--- config.mk ---
export PLATFORM = sky130hd
export DESIGN_NAME = hpi_select
export DESIGN_NICKNAME = d
export VERILOG_FILES = /design/src/rtl/hpi_pkg.sv /design/src/rtl/hpi_pend.sv /design/src/rtl/hpi_tree.sv /design/src/rtl/hpi_cache.sv /design/src/rtl/hpi_select.sv
export SDC_FILE = /design/constraint.sdc
export NUM_CORES = 1
export LEC_CHECK = 0
export BUFFER_PORTS_ARGS = -buffer_cell sky130_fd_sc_hd__clkbuf_2
export CAP_MARGIN = 15
export CORE_MARGIN = 1
export CORE_UTILIZATION = 55
export CTS_CLUSTER_SIZE = 10
export DETAILED_ROUTE_END_ITERATION = 8
export HOLD_SLACK_MARGIN = 0.06
export PLACE_DENSITY = 0.94
export REMOVE_ABC_BUFFERS = 1
export SLEW_MARGIN = 0
export SYNTH_ARGS = -nofsm -noshare
export SYNTH_HDL_FRONTEND = slang
export SYNTH_SLANG_ARGS = --single-unit
--- constraint.sdc ---
create_clock -name clk_i -period 13.2 [get_ports clk_i]
set_input_delay 0.66 -clock clk_i [delete_from_list [all_inputs] [get_ports clk_i]]
set_output_delay 0.66 -clock clk_i [all_outputs]
set_load 0.01 [all_outputs]
--- src/rtl/hpi_pkg.sv ---
package hpi_pkg;
  localparam int unsigned SRC_N  = 64;
  localparam int unsigned PRIO_W = 5;
endpackage

--- src/rtl/hpi_pend.sv ---
module hpi_pend #(
  parameter int unsigned NUM_SRC = hpi_pkg::SRC_N,
  localparam int unsigned IDX_W  = $clog2(NUM_SRC)
) (
  input  logic               clk_i,
  input  logic               rst_ni,
  input  logic [NUM_SRC-1:0] raise_i,
  input  logic               clr_en_i,
  input  logic [IDX_W-1:0]   clr_idx_i,
  output logic [NUM_SRC-1:0] pend_o
);
  logic [NUM_SRC-1:0] clr_mask;

  always_comb begin
    clr_mask = '0;
    if (clr_en_i) clr_mask = NUM_SRC'(1) << clr_idx_i;
  end

  // raise wins over a clear of the same bit
  always_ff @(posedge clk_i or negedge rst_ni) begin
    if (!rst_ni) pend_o <= '0;
    else         pend_o <= (pend_o & ~clr_mask) | raise_i;
  end
endmodule

--- src/rtl/hpi_tree.sv ---
module hpi_tree #(
  parameter int unsigned NUM_SRC = hpi_pkg::SRC_N,
  parameter int unsigned PRIO_W  = hpi_pkg::PRIO_W,
  localparam int unsigned IDX_W  = $clog2(NUM_SRC),
  localparam int unsigned LEAVES = 1 << IDX_W,
  localparam int unsigned NODES  = 2 * LEAVES - 1
) (
  input  logic [NUM_SRC-1:0]        req_i,
  input  logic [NUM_SRC*PRIO_W-1:0] prio_i,
  output logic                      found_o,
  output logic [IDX_W-1:0]          idx_o,
  output logic [PRIO_W-1:0]         prio_o
);
  logic              nv [NODES];
  logic [PRIO_W-1:0] np [NODES];
  logic [IDX_W-1:0]  nx [NODES];

  for (genvar j = 0; j < LEAVES; j++) begin : g_leaf
    if (j < NUM_SRC) begin : g_real
      assign nv[LEAVES-1+j] = req_i[j];
      assign np[LEAVES-1+j] = prio_i[j*PRIO_W +: PRIO_W];
      assign nx[LEAVES-1+j] = IDX_W'(j);
    end else begin : g_pad
      assign nv[LEAVES-1+j] = 1'b0;
      assign np[LEAVES-1+j] = '0;
      assign nx[LEAVES-1+j] = '1;
    end
  end

  // left child covers lower indices; right wins only on strictly higher priority
  for (genvar i = 0; i < LEAVES - 1; i++) begin : g_node
    logic take_r;
    assign take_r = nv[2*i+2] && (!nv[2*i+1] || (np[2*i+2] > np[2*i+1]));
    assign nv[i]  = nv[2*i+1] | nv[2*i+2];
    assign np[i]  = take_r ? np[2*i+2] : np[2*i+1];
    assign nx[i]  = take_r ? nx[2*i+2] : nx[2*i+1];
  end

  assign found_o = nv[0];
  assign idx_o   = nx[0];
  assign prio_o  = np[0];
endmodule

--- src/rtl/hpi_cache.sv ---
module hpi_cache #(
  parameter int unsigned NUM_SRC = hpi_pkg::SRC_N,
  parameter int unsigned PRIO_W  = hpi_pkg::PRIO_W,
  localparam int unsigned IDX_W  = $clog2(NUM_SRC)
) (
  input  logic              clk_i,
  input  logic              rst_ni,
  input  logic              change_i,
  input  logic              found_i,
  input  logic [IDX_W-1:0]  idx_i,
  input  logic [PRIO_W-1:0] prio_i,
  output logic              fresh_o,
  output logic              found_o,
  output logic [IDX_W-1:0]  idx_o,
  output logic [PRIO_W-1:0] prio_o
);
  // empty set at reset: cache starts fresh with nothing found
  always_ff @(posedge clk_i or negedge rst_ni) begin
    if (!rst_ni) begin
      fresh_o <= 1'b1;
      found_o <= 1'b0;
      idx_o   <= '1;
      prio_o  <= '0;
    end else if (change_i) begin
      fresh_o <= 1'b0;
    end else if (!fresh_o) begin
      fresh_o <= 1'b1;
      found_o <= found_i;
      idx_o   <= idx_i;
      prio_o  <= prio_i;
    end
  end
endmodule

--- src/rtl/hpi_select.sv ---
module hpi_select #(
  parameter int unsigned NUM_SRC = hpi_pkg::SRC_N,
  parameter int unsigned PRIO_W  = hpi_pkg::PRIO_W,
  localparam int unsigned IDX_W  = $clog2(NUM_SRC)
) (
  input  logic                      clk_i,
  input  logic                      rst_ni,
  input  logic [NUM_SRC-1:0]        raise_i,
  input  logic [NUM_SRC*PRIO_W-1:0] prio_i,
  input  logic                      ack_i,
  output logic [IDX_W-1:0]          sel_idx_o,
  output logic                      sel_valid_o,
  output logic [PRIO_W-1:0]         sel_prio_o,
  output logic                      busy_o,
  output logic [NUM_SRC-1:0]        pend_o
);
  logic              fresh, c_found, t_found, ack_take, change;
  logic [IDX_W-1:0]  c_idx, t_idx;
  logic [PRIO_W-1:0] c_prio, t_prio;

  assign ack_take = ack_i & fresh & c_found;
  assign change   = (|raise_i) | ack_take;

  hpi_pend #(.NUM_SRC(NUM_SRC)) u_pend (
    .clk_i     (clk_i),
    .rst_ni    (rst_ni),
    .raise_i   (raise_i),
    .clr_en_i  (ack_take),
    .clr_idx_i (c_idx),
    .pend_o    (pend_o)
  );

  hpi_tree #(.NUM_SRC(NUM_SRC), .PRIO_W(PRIO_W)) u_tree (
    .req_i   (pend_o),
    .prio_i  (prio_i),
    .found_o (t_found),
    .idx_o   (t_idx),
    .prio_o  (t_prio)
  );

  hpi_cache #(.NUM_SRC(NUM_SRC), .PRIO_W(PRIO_W)) u_cache (
    .clk_i    (clk_i),
    .rst_ni   (rst_ni),
    .change_i (change),
    .found_i  (t_found),
    .idx_i    (t_idx),
    .prio_i   (t_prio),
    .fresh_o  (fresh),
    .found_o  (c_found),
    .idx_o    (c_idx),
    .prio_o   (c_prio)
  );

  assign busy_o      = ~fresh;
  assign sel_valid_o = fresh & c_found;
  assign sel_idx_o   = sel_valid_o ? c_idx : '1;
  assign sel_prio_o  = sel_valid_o ? c_prio : '0;
endmodule

Yosys cells after proc, flatten, opt, wreduce, memory -nomap -nowiden. Cells that the tools add are included.

Magnitude comparators: 63. Shifts and indexed selects: 1. Muxes and demuxes: 130. Bitwise logic cells: 72. Reduce and logical (&&, ||, !) cells: 191.

Operators with widths (count): $mux 5 (66); $gt 5x5->1 (63); $and 64x64->64 (1); $mux 64 (1); $not 64->64 (1); $or 1x1->1 (64); $or 64x64->64 (1); $reduce_or 64->1 (1); $shl 1x6->64 const A (1); $logic_and 1x1->1 (63); $logic_not 1->1 (63); $logic_or 1x1->1 (63); $mux 1 (33); $mux 2 (16); $mux 3 (8); $mux 4 (4); $mux 6 (2); $and 1x1->1 (3); $not 1->1 (2); $reduce_and 2->1 (1).

Register bits: 77. Input bits: 387.

Logic depth before layout (Yosys ltp).
Word-level depth: 24. Gate-level depth with buffers: 68. Gate-level depth less buffers: 66.

Modules after synthesis. From an unflattened synthesis, not the netlist that was laid out.

Cells, all modules: 2280. Area total of the unflattened synthesis: 17205.3 µm².

Modules (own cells, without submodules): hpi_tree (instances 1, cells each 1917, area each 13419.1 µm², sequential area each 0.0 µm²); hpi_pend (instances 1, cells each 298, area each 3062.9 µm², sequential area each 1601.5 µm²); hpi_cache (instances 1, cells each 28, area each 490.5 µm², sequential area each 334.1 µm²); hpi_select (instances 1, cells each 37, area each 232.7 µm², sequential area each 0.0 µm²).

Worst setup path after synthesis. OpenSTA, ideal clock, no wires.

Path type: input-to-reg. Start point: input prio_i[141]. End point: register u_cache.idx_o[2]. Arrival: 10.841 ns. Required time: 13.123 ns. Path slack: 2.281 ns. Stages on the path: 65. Path buffers: 3. Cells stage by stage: inv_1 ha_1 nor2b_1 o21a_1 o21ai_0 a21oi_1 o22a_1 o21ai_1 mux2i_1 ha_1 nor2b_1 o21a_1 o21ai_0 nand2b_1 a21oi_1 o22a_1 o21bai_1 clkbuf_1 [... 29 more ...] a21oi_1 a31oi_1 o21a_1 buf_1 o21a_1 ha_1 nor2b_1 o21a_1 o21a_1 o21ai_0 nand2b_1 a21oi_1 nor2_1 nor2_1 o21ai_0 nand2_1 a31oi_1 a31oi_1.

Longest elaborated chain between the ends: 24. Elaborated cells between the ends (all ways): 27.

RTL lines: start, declared (RTL line hpi_select.sv:9) `input logic [NUM_SRC*PRIO_W-1:0] prio_i,`; $gt 5x5->1 (RTL line hpi_tree.sv:33) `assign take_r = nv[2*i+2] && (!nv[2*i+1] || (np[2*i+2] > np[2*i+1]));`; $logic_or 1x1->1 (RTL line hpi_tree.sv:33); $logic_and 1x1->1 (RTL line hpi_tree.sv:33); $mux 5 * (RTL line hpi_tree.sv:35) `assign np[i] = take_r ? np[2*i+2] : np[2*i+1];`; $gt 5x5->1 (RTL line hpi_tree.sv:33); $logic_or 1x1->1 (RTL line hpi_tree.sv:33); $logic_and 1x1->1 (RTL line hpi_tree.sv:33); $mux 5 * (RTL line hpi_tree.sv:35); [... 8 more ...]; $gt 5x5->1 (RTL line hpi_tree.sv:33); $logic_or 1x1->1 (RTL line hpi_tree.sv:33); $logic_and 1x1->1 (RTL line hpi_tree.sv:33); $mux 5 (RTL line hpi_tree.sv:35); $gt 5x5->1 (RTL line hpi_tree.sv:33); $logic_or 1x1->1 (RTL line hpi_tree.sv:33); $logic_and 1x1->1 (RTL line hpi_tree.sv:33); $mux 6 * (RTL line hpi_tree.sv:36) `assign nx[i] = take_r ? nx[2*i+2] : nx[2*i+1];`; end signal, assigned (RTL line hpi_cache.sv:29) `idx_o <= idx_i;`; end, declared (RTL line hpi_cache.sv:14) `output logic [IDX_W-1:0] idx_o,`.

Mark *: on every way between the ends. The rest lies on a longest branch, timed or not. A chain may end at the register's enable or synchronous reset.

Final worst setup path.
Start point: input prio_i[172]. End point: register u_cache.idx_o[2].

Same word-level chain as after synthesis.

==> results.sh <==
export IMPL_final_cell_count_no_fill=3120
export IMPL_cts_max_level=3
export IMPL_worstMarginPinSlew_ns=1.21
export IMPL_die_y_um=178
export IMPL_fin_tns_setup_ns=0
export IMPL_end_kind="flop"
export IMPL_worst_hold_path_type="in -> async"
export IMPL_layout_setup_ws_ns=1.05
export IMPL_crit_arrival_ns=12.43
export IMPL_wirelength_um=59300
export IMPL_grt_antenna_before_repair=1
export IMPL_grt_pass1_wl_um=91600
export IMPL_dp_hpwl_um=51300
export IMPL_synth_top_area_cell="ha_1"
export IMPL_tritoncts="yes"
export IMPL_setup_violations_final=0
export IMPL_cp_common_cell="o21ai_0"
export IMPL_io_pins=464
export IMPL_place_congestion=1.02
export IMPL_drtIter0Drc=1475
export IMPL_cts_resized=0
export IMPL_max_freq_mhz=82.3
export IMPL_critical_path_class="in -> reg"
export IMPL_finClkSkew_ns=0.00681
export IMPL_detail_route_wl_per_cell_um=19.0
export IMPL_drc=0
export IMPL_clock_sinks=77
export IMPL_cts_max_path_buffers=2
export IMPL_clk_latency_ns=0.35
export IMPL_cts_root_buffer="clkbuf_16"
export IMPL_pre_cts_slack_ns=1.01
export IMPL_maxCapViolations=0
export IMPL_netlist_area_leader_share_pct=21.8
export IMPL_critPathLaunchType="primary input"
export IMPL_slowest_delay_ns=0.55
export IMPL_dominantRegCellSynth="dfrtp_1"
export IMPL_nNetsFinal=3402
export IMPL_first_pass_iters=7
export IMPL_finalCritPeriodShare_pct=92.1
export IMPL_vias_per_cell=6.22
export IMPL_portBuffers=463
export IMPL_synthArstFlopShare_pct=100
export IMPL_crit_slowest_cell="o21ai_1"
export IMPL_clk_pin_slew_ns=0.06
export IMPL_status="finished, final reports clean"
export IMPL_rows=64
export IMPL_power_density_mw_per_mm2=219
export IMPL_grt_pass1_vias=18800
export IMPL_holdBufCountCts=0
export IMPL_drive_above_1_share_pct=22.0
export IMPL_grt_max_degree=78
export IMPL_critPathMaxFanout=14
export IMPL_post_cts_buffers=0
export IMPL_dpl_cell_count=3102
export IMPL_ant_nets=0
export IMPL_seq_area_frac_synth_pct=11.3
export IMPL_syn2layout_area_growth_pct=17.5
export IMPL_grt_setup_unrepaired="false"
export IMPL_synth_edff_count=0
export IMPL_synth_area_leaders="ha_1 (22%), dfrtp_1 (10%), mux2i_1 (8.0%)"
export IMPL_hold_viol=0
export IMPL_required_ns=13.47
export IMPL_post_route_min_period_ns=12.15
export IMPL_die_x_um=178
export IMPL_numCtsBuffers=9
export IMPL_worst_ir_drop_vdd_uv=277
export IMPL_dieArea_mm2=0.0318
export IMPL_post_route_util_pct=65.6
export IMPL_p_leak_uw=0.0105
export IMPL_start_util_pct=55.9
export IMPL_slew_headroom_pct=19.3
export IMPL_overflow=0
export IMPL_syn_inst=2276
export IMPL_core_area_mm2=0.0306
export IMPL_grt_usage_pct=36.1
export IMPL_syn_area_mm2=0.0171
export IMPL_vias=19400
export IMPL_yosys_cell_types_count=103
export IMPL_yosysMostFrequentCell="ha_1"
export IMPL_power_total_uw=4400
export IMPL_ys_ff_latch=77
export IMPL_synth_common_cells="ha_1 (298), inv_1 (283), nor2_1 (197), nand2_1 (171), o21ai_0 (144)"
export IMPL_drv_slew=0
export IMPL_avgSynthCellArea_um2=7.51
export IMPL_ys_warn_count=0
-- routing by layer --
layer,routed length [um],GRT usage (%)
met1,23800,42.3
met2,28300,63.1
met3,4130,5.63
met4,3100,19.1
met5,0,0
-- cell usage in the layout, fill, tap and decap left out, drive strengths merged, types with 31 or more instances in the layout --
cell	instances
nor2	197
a21oi	138
nand3	50
nor2b	56
o21ai	159
mux2i	140
o21a	73
mux2	44
nand2	171
dfrtp	70
inv	283
ha	298
nand2b	71
nor3	31
nand4	39
a21o	46
clkbuf	472
-- state kept, by name, indices dropped and copies added, names as in the netlist --
signal	flops
u_pend.pend_o	64
u_cache.fresh_o	1
u_cache.found_o	1
u_cache.idx_o	6
u_cache.prio_o	5
-- stage by stage --
step | hold slack (ns) | cell area [um2]
after global routing | 0.506 | 20100
after floorplan | 0.364 | 16900
after CTS | 0.495 | 20100
after global placement | 0.523 | 19800
final | 0.474 | 20100
after detailed placement | 0.536 | 19800
-- cell families after synthesis --
kind of cell / count (synthesis) / share of synthesized area, %
adder cells (fa/ha/maj): 302 / 22.1
XOR/XNOR: 4 / 0.205
flip-flops: 77 / 11.3
AO/OA/AOI/OAI: 644 / 26.1
AND/OR/NAND/NOR: 743 / 21.8
buffers and inverters: 322 / 7.29
multiplexers: 184 / 11.2
-- final timing paths --
| check | from | to | slack (ns) | cells after the start |
|---|---|---|---|---|
| worst min-delay path | rst_ni | u_pend.pend_o[40] | 0.47 | 1 |
| worst max-delay path | prio_i[172] | u_cache.idx_o[2] | 1.05 | 58 |
| worst max register to register | u_pend.pend_o[34] | u_cache.idx_o[2] | 1.51 | 54 |
| max in group asynchronous | rst_ni | u_pend.pend_o[49] | 12.04 | 1 |
| worst min register to register | u_cache.prio_o[4] | u_cache.prio_o[4] | 0.56 | 2 |
| min in group clk_i | raise_i[10] | u_pend.pend_o[10] | 0.50 | 2 |
-- area by class of cell --
class	instances	area, um2
diodes	2	5.00
clock buffers	10	229
clock inverters	6	87.6
fillers	2608	10500
inverters	284	1070
multi-input cells	1877	13900
flip-flops and latches	77	1940
well taps	396	495
repair buffers	468	2360
-- worst max-delay path, delay by kind of cell --
kind | cells | cell delay, ns
buffers and inverters | 3 | 0.20
and+or+nand+nor | 14 | 1.69
muxes | 5 | 1.83
AOI/OAI and AO/OA | 30 | 6.28
adders and majority gates | 6 | 1.75
-- report_power, final --
group	internal [uW]	switching, uW
Sequential	236	0.00000000000102
Clock	166	106
Combinational	1580	2320
Total	1980	2430
(Power assumes the default switching activity.)
